### src/rtl/seg_loader_pkg.sv
`timescale 1ns/1ps
package seg_loader_pkg;

   // Serial-side control bundle, synchronized as one word so the
   // relative timing of the four pins is preserved.
   typedef struct packed {
      logic din;
      logic sclk;
      logic cs_n;
      logic ld;
   } ctl_t;

   localparam ctl_t CTL_IDLE = '{din: 1'b0, sclk: 1'b0, cs_n: 1'b1, ld: 1'b0};

   localparam int unsigned TAP_FIELD_W = 8;

   function automatic bit tap_in_range(int unsigned pos, int unsigned len);
      return (pos >= 1) && (pos <= len);
   endfunction

endpackage

### src/rtl/seg_sync.sv
`timescale 1ns/1ps
module seg_sync #(
   parameter int unsigned      STAGES  = 2,
   parameter int unsigned      WIDTH   = 1,
   parameter logic [WIDTH-1:0] RST_VAL = '0
) (
   input  logic             clk,
   input  logic             rst_n,
   input  logic [WIDTH-1:0] d,
   output logic [WIDTH-1:0] q
);

   generate
      if (STAGES < 2) begin : g_bad_stages
         $error("seg_sync needs at least two stages");
      end
   endgenerate

   logic [STAGES-1:0][WIDTH-1:0] pipe;

   always_ff @(posedge clk or negedge rst_n) begin
      if (!rst_n) pipe <= {STAGES{RST_VAL}};
      else        pipe <= {pipe[STAGES-2:0], d};
   end

   assign q = pipe[STAGES-1];

endmodule

### src/rtl/seg_shift_chain.sv
`timescale 1ns/1ps
module seg_shift_chain #(
   parameter int unsigned LEN = 38
) (
   input  logic           clk,
   input  logic           rst_n,
   input  logic           shift_en,
   input  logic           din,
   output logic [LEN-1:0] chain_q
);

   generate
      if (LEN < 2) begin : g_bad_len
         $error("seg_shift_chain needs at least two stages");
      end
      for (genvar i = 0; i < LEN; i++) begin : g_stage
         logic bit_r;
         logic bit_d;
         if (i == 0) begin : g_head
            assign bit_d = din;
         end else begin : g_body
            assign bit_d = chain_q[i-1];
         end
         always_ff @(posedge clk or negedge rst_n) begin
            if (!rst_n)        bit_r <= 1'b0;
            else if (shift_en) bit_r <= bit_d;
         end
         assign chain_q[i] = bit_r;
      end
   endgenerate

endmodule

### src/rtl/seg_tap_bank.sv
`timescale 1ns/1ps
module seg_tap_bank
   import seg_loader_pkg::*;
#(
   parameter int unsigned                   LEN      = 38,
   parameter int unsigned                   NTAPS    = 3,
   parameter logic [NTAPS*TAP_FIELD_W-1:0]  TAP_LIST = '0
) (
   input  logic             clk,
   input  logic             rst_n,
   input  logic             update,
   input  logic [LEN-1:0]   chain,
   output logic [NTAPS-1:0] taps
);

   generate
      for (genvar t = 0; t < NTAPS; t++) begin : g_tap
         localparam int unsigned POS = int'(TAP_LIST[t*TAP_FIELD_W +: TAP_FIELD_W]);
         if (!tap_in_range(POS, LEN)) begin : g_bad_pos
            $error("seg_tap_bank tap position outside the chain");
         end
         logic tap_r;
         always_ff @(posedge clk or negedge rst_n) begin
            if (!rst_n)      tap_r <= 1'b0;
            else if (update) tap_r <= chain[POS-1];
         end
         assign taps[t] = tap_r;
      end
   endgenerate

endmodule

### src/rtl/seg_latch.sv
`timescale 1ns/1ps
module seg_latch #(
   parameter int unsigned LEN            = 38,
   parameter bit          REQUIRE_SELECT = 1'b1
) (
   input  logic           clk,
   input  logic           rst_n,
   input  logic           ld,
   input  logic           cs_n,
   input  logic [LEN-1:0] d,
   output logic [LEN-1:0] q
);

   logic open_w;

   generate
      if (REQUIRE_SELECT) begin : g_gated
         assign open_w = ld & ~cs_n;
      end else begin : g_free
         logic unused_cs;
         assign unused_cs = cs_n;
         assign open_w    = ld;
      end
   endgenerate

   // Follows the chain every system cycle while open: level transparency.
   always_ff @(posedge clk or negedge rst_n) begin
      if (!rst_n)      q <= '0;
      else if (open_w) q <= d;
   end

endmodule

### src/rtl/seg_loader.sv
`timescale 1ns/1ps
module seg_loader
   import seg_loader_pkg::*;
#(
   parameter int unsigned CHAIN_LEN      = 38,
   parameter int unsigned TAP_A          = 30,
   parameter int unsigned TAP_B          = 32,
   parameter int unsigned SYNC_STAGES    = 2,
   parameter bit          REQUIRE_SELECT = 1'b1
) (
   input  logic                 clk,
   input  logic                 rst_n,
   input  logic                 din,
   input  logic                 sclk,
   input  logic                 cs_n,
   input  logic                 ld,
   output logic [CHAIN_LEN-1:0] seg_word,
   output logic                 tap_a,
   output logic                 tap_b,
   output logic                 tap_end
);

   localparam int unsigned NTAPS   = 3;
   localparam int unsigned CTL_W   = $bits(ctl_t);
   localparam int unsigned MAX_LEN = (1 << TAP_FIELD_W) - 1;
   localparam logic [NTAPS*TAP_FIELD_W-1:0] TAP_LIST =
      {TAP_FIELD_W'(CHAIN_LEN), TAP_FIELD_W'(TAP_B), TAP_FIELD_W'(TAP_A)};

   generate
      if (CHAIN_LEN > MAX_LEN) begin : g_bad_len
         $error("seg_loader chain longer than the tap field can name");
      end
      if (!tap_in_range(TAP_A, CHAIN_LEN) || !tap_in_range(TAP_B, CHAIN_LEN)) begin : g_bad_tap
         $error("seg_loader tap outside the chain");
      end
   endgenerate

   ctl_t ctl_raw;
   ctl_t ctl_s;
   logic din_s, cs_n_s, ld_s;
   logic sclk_prev, sclk_rise, sclk_fall, shift_en;
   logic [CHAIN_LEN-1:0] chain_q;
   logic [NTAPS-1:0]     tap_q;

   assign ctl_raw = '{din: din, sclk: sclk, cs_n: cs_n, ld: ld};

   seg_sync #(
      .STAGES  (SYNC_STAGES),
      .WIDTH   (CTL_W),
      .RST_VAL (CTL_IDLE)
   ) u_sync (
      .clk   (clk),
      .rst_n (rst_n),
      .d     (ctl_raw),
      .q     (ctl_s)
   );

   assign din_s  = ctl_s.din;
   assign cs_n_s = ctl_s.cs_n;
   assign ld_s   = ctl_s.ld;

   always_ff @(posedge clk or negedge rst_n) begin
      if (!rst_n) sclk_prev <= 1'b0;
      else        sclk_prev <= ctl_s.sclk;
   end

   assign sclk_rise = ~sclk_prev &  ctl_s.sclk;
   assign sclk_fall =  sclk_prev & ~ctl_s.sclk;
   assign shift_en  = sclk_fall & ~cs_n_s;

   seg_shift_chain #(
      .LEN (CHAIN_LEN)
   ) u_chain (
      .clk      (clk),
      .rst_n    (rst_n),
      .shift_en (shift_en),
      .din      (din_s),
      .chain_q  (chain_q)
   );

   seg_tap_bank #(
      .LEN      (CHAIN_LEN),
      .NTAPS    (NTAPS),
      .TAP_LIST (TAP_LIST)
   ) u_taps (
      .clk    (clk),
      .rst_n  (rst_n),
      .update (sclk_rise),
      .chain  (chain_q),
      .taps   (tap_q)
   );

   assign tap_a   = tap_q[0];
   assign tap_b   = tap_q[1];
   assign tap_end = tap_q[2];

   seg_latch #(
      .LEN            (CHAIN_LEN),
      .REQUIRE_SELECT (REQUIRE_SELECT)
   ) u_latch (
      .clk   (clk),
      .rst_n (rst_n),
      .ld    (ld_s),
      .cs_n  (cs_n_s),
      .d     (chain_q),
      .q     (seg_word)
   );

endmodule

### config.mk
export PLATFORM = sky130hd
export DESIGN_NAME = seg_loader
export DESIGN_NICKNAME = d
export VERILOG_FILES = /design/src/rtl/seg_loader_pkg.sv /design/src/rtl/seg_sync.sv /design/src/rtl/seg_shift_chain.sv /design/src/rtl/seg_tap_bank.sv /design/src/rtl/seg_latch.sv /design/src/rtl/seg_loader.sv
export SDC_FILE = /design/constraint.sdc
export NUM_CORES = 1
export LEC_CHECK = 0
export CAP_MARGIN = 20
export CORE_MARGIN = 4
export CORE_UTILIZATION = 45
export CTS_BUF_LIST = sky130_fd_sc_hd__clkbuf_4
export DETAILED_ROUTE_END_ITERATION = 8
export PLACE_DENSITY_LB_ADDON = 0.08
export SYNTH_ARGS = -nofsm -noshare
export SYNTH_HDL_FRONTEND = slang
export SYNTH_SLANG_ARGS = --single-unit
### constraint.sdc
create_clock -name clk -period 1.6 [get_ports clk]
set_input_delay 0.24 -clock clk [delete_from_list [all_inputs] [get_ports clk]]
set_output_delay 0.24 -clock clk [all_outputs]
set_load 0.05 [all_outputs]
==> impl.org <==
** Pwr
- The worst-case IR drop observed on VDD is 0.000868 V.
- Standby leakage power :: 2.00 nW
- Power Density :: 1150 nW/um^2

** Synth
- Area of the mapped netlist :: 3290 um^2
- Avg Cell Area, Syn :: 18.5 um^2
- In this run, distinct cell masters in the synthesized netlist total 12.
- Summing the sequential cell areas from Yosys gives 67.0% of the chip area.
- After synthesis the netlist holds a flip-flop and latch count of 88.
- Biggest area contributors in the synthesized netlist :: sky130_fd_sc_hd__dfrtp_1 (65%), sky130_fd_sc_hd__mux2_2 (20%), sky130_fd_sc_hd__mux2_4 (9.1%)
- When the netlist entered floorplanning its net count stood at 184.
- Area share of the largest cell type after synthesis :: 65.4%
- Largest area contributor in the netlist :: sky130_fd_sc_hd__dfrtp_1
- Instance count of the mapped netlist :: 178
- For this run, the number of Yosys warnings is 0.

** Floorplan
- 47 I/O pins were placed.
- In this run the vertical extent of the chip is 93.5 um.
- From left edge to right edge, the die measures 93.5 um.
- The initial utilization of the core area, before any placement, comes to 47.4%.
- The total area inside the core boundary comes to 6940 um^2.
- The floorplan has 30 rows.
- Die ar. :: 8740 um^2

** Critical path
- In this run the worst path has a maximum fanout of 20.
- The signal on the critical path passes through nor3b_4, buf_4, mux2_2.
- Startpoint of the lowest-slack register-to-register path :: u_sync.q[2]
- Launching instance or port of the critical path :: u_sync.q[2]
- For this run, the slowest stage of the critical path takes 430 ps.
- STA classifies the critical path endpoint as a register.
- The worst setup path is launched from a register.
- The worst register-to-register path has a depth of 3.
- The critical path ends at u_chain.g_stage[34].bit_r.
- Reg-to-reg slack, setup :: 130 ps
- At the worst endpoint, the arrival time is 1760 ps.
- The slowest stage of the critical path is the sky130_fd_sc_hd__dfrtp_1 cell.
- Data on the critical path is required at its endpoint by 1890 ps.
- The setup path with the least slack is of type reg -> reg.
- The endpoint identified for the worst register-to-register timing path is u_chain.g_stage[34].bit_r.

** Global route
- The first global-routing pass estimated 8.58 mm of wire.
- Antenna violations before repair :: 0
- Across every metal layer, demand over resource in global routing totals 12.9%.
- Global routing finished with a remaining overflow of 0.
- Entering global routing, the biggest net connects 48 pins.
- Vias in the first global route :: 1714

** Timing
- Count of endpoints failing hold in the final timing report :: 0
- Max-slew violation total from the final report :: 0
- Final worst path period share :: 91.8%
- Setup repair after global routing missed its margin :: false
- Setup-violating endpoint count in the final report :: 0
- Aggregate negative setup slack :: 0 ps
- Worst slew pin tran :: 419 ps
- On the final layout, the worst clock skew is 11.6 ps.
- Setup slack on the critical path of the routed design comes to 131 ps.
- The routed design could run at a clock period as short as 1470 ps.
- Measured against its own limit, the worst slew margin works out to 72.0%.
- Static timing analysis puts the maximum clock frequency at 681 MHz.

** Final layout
- Most common cell after layout, fill and taps aside :: sky130_fd_sc_hd__dfrtp_1
- Syn-to-layout area delta :: 18.5%
- Fraction of final layout cells with drive strength greater than 1 :: 60.8%
- Most frequent cells in the layout :: sky130_fd_sc_hd__dfrtp_1 (86), sky130_fd_sc_hd__mux2_2 (58), sky130_fd_sc_hd__buf_4 (49)
- Final design utilization :: 56.1%
- The finished layout holds 336 standard cells, fillers aside.
- The number of antenna diodes in the final layout is 0.
- Layout net count :: 242

** Drt
- Average detailed-routed wire length per instance :: 14.9 um
- For this run, the detailed router's first-pass iteration total came to 3.
- Post-detailed-route count of antenna-violating nets :: 0
- The first routing iteration left 46 violations.
- Count of vias placed by the detailed router :: 1589
- Total length of routed wires :: 5.01 mm
- Residual DRC count :: 0
- In the routed layout, each cell is associated on average with a via count of 4.73.

** Place
- Routability-driven placement finished with a final weighted congestion of 0.700.
- Cell count after placement :: 320
- Buffers placed on the I/O ports in this run total 46.
- DP HPWL :: 3.52 mm
- Worst setup slack before clock tree synthesis :: 120 ps

** Min path
- Hold Path Stages :: 1
- The path class of the tightest hold or removal check is in -> reg.

** Clock tree
- Clock Path Buffers :: 2
- CTS built an H-tree with a depth of 3.
- Buffers added to address setup during post-CTS repair amount to 0.
- TritonCTS built the clock tree.
- CTS buffer count :: 9
- After clock tree synthesis, the clock-pin slew on the worst setup and hold paths is 120 ps.
- For this design, the sink count on the clock tree is 88.
- Clock latency on the worst-skew pair, taken at its later pin, is 400 ps.
- Quantity of hold-fixing buffers added after cts :: 1
- Quantity of gates resized following cts :: 0
- CTS Root Cell :: sky130_fd_sc_hd__clkbuf_4

** Run
- Maximum Capacitance Violations :: 0

** Outcome
- The flow ran to the end, and the final reports show no timing, DRC or antenna violations.
[registers in the layout, indices dropped and copies added (netlist names)]
signal / cells
sclk_prev: 1
u_chain.g_stage.bit_d: 1
u_chain.g_stage.bit_r: 37
u_latch.q: 38
u_sync.pipe: 4
u_sync.q: 4
u_taps.g_tap.tap_r: 3
[cell usage after synthesis]
cell type and number:
sky130_fd_sc_hd__dfrtp_1 86, sky130_fd_sc_hd__mux2_2 58, sky130_fd_sc_hd__mux2_4 20, sky130_fd_sc_hd__buf_6 3
sky130_fd_sc_hd__buf_12 2, sky130_fd_sc_hd__buf_4 2, sky130_fd_sc_hd__dfstp_2 2, sky130_fd_sc_hd__buf_2 1
sky130_fd_sc_hd__mux2_1 1, sky130_fd_sc_hd__nand2b_1 1, sky130_fd_sc_hd__nor2b_1 1, sky130_fd_sc_hd__nor3b_2 1
[stage by stage]
step                power (mW)  area, um^2  hold slack (ps)
floorplan                 3.11        3290            -55.6
global placement          3.36        3760              196
detailed placement        3.38        3760              211
CTS                       4.55        3890              214
global route              4.72        3890              211
finish                    4.47        3890              254
[critical path: cells and delay by family (launching register included)]
kind,cells,cell delay (ps)
mux,1,370
simple gates,1,240
buf+inv,1,320
flops,1,430
[cells by family after synthesis]
family	Yosys count	synth area share (%)
muxes	79	29.3
DFF	88	67.0
and+or+nand+nor	3	0.761
buffers and inverters	8	2.85
[per-layer routing]
metal	vias to the layer above	part of all wire (%)	GRT usage (%)	wire, um
met1	804	47	17.1	2340
met2	34	48	19.6	2420
met4	0	1.4	6.84	72
met3	6	3.7	3.06	183
li1	745	-	-	-
met5	-	0	0	0
[how the worst min path moves through the flow]
stage,startpoint,endpoint,slack [ps]
finish,cs_n,u_sync.pipe[1],250
global route,din,u_sync.pipe[3],210
CTS,din,u_sync.pipe[3],210
detailed placement,rst_n,u_taps.g_tap[0].tap_r,210
global placement,rst_n,u_taps.g_tap[0].tap_r,200
floorplan,rst_n,sclk_prev,-60
[where the power goes]
group | switching, mW | leakage, nW | internal [mW]
Sequential | 0.116 | 1.18 | 2.42
Clock | 0.680 | 0.0732 | 0.464
Combinational | 0.484 | 0.738 | 0.305
[cell type report]
type | instances | area [um^2]
Fill cell | 559 | 3050
Sequential cell | 88 | 2200
Multi-Input combinational cell | 82 | 1000
Timing Repair Buffer | 55 | 438
Tap cell | 96 | 120
Clock buffer | 9 | 67.6
Clock inverter | 6 | 61.3
No activity file was read; power rests on OpenSTA's default activity.
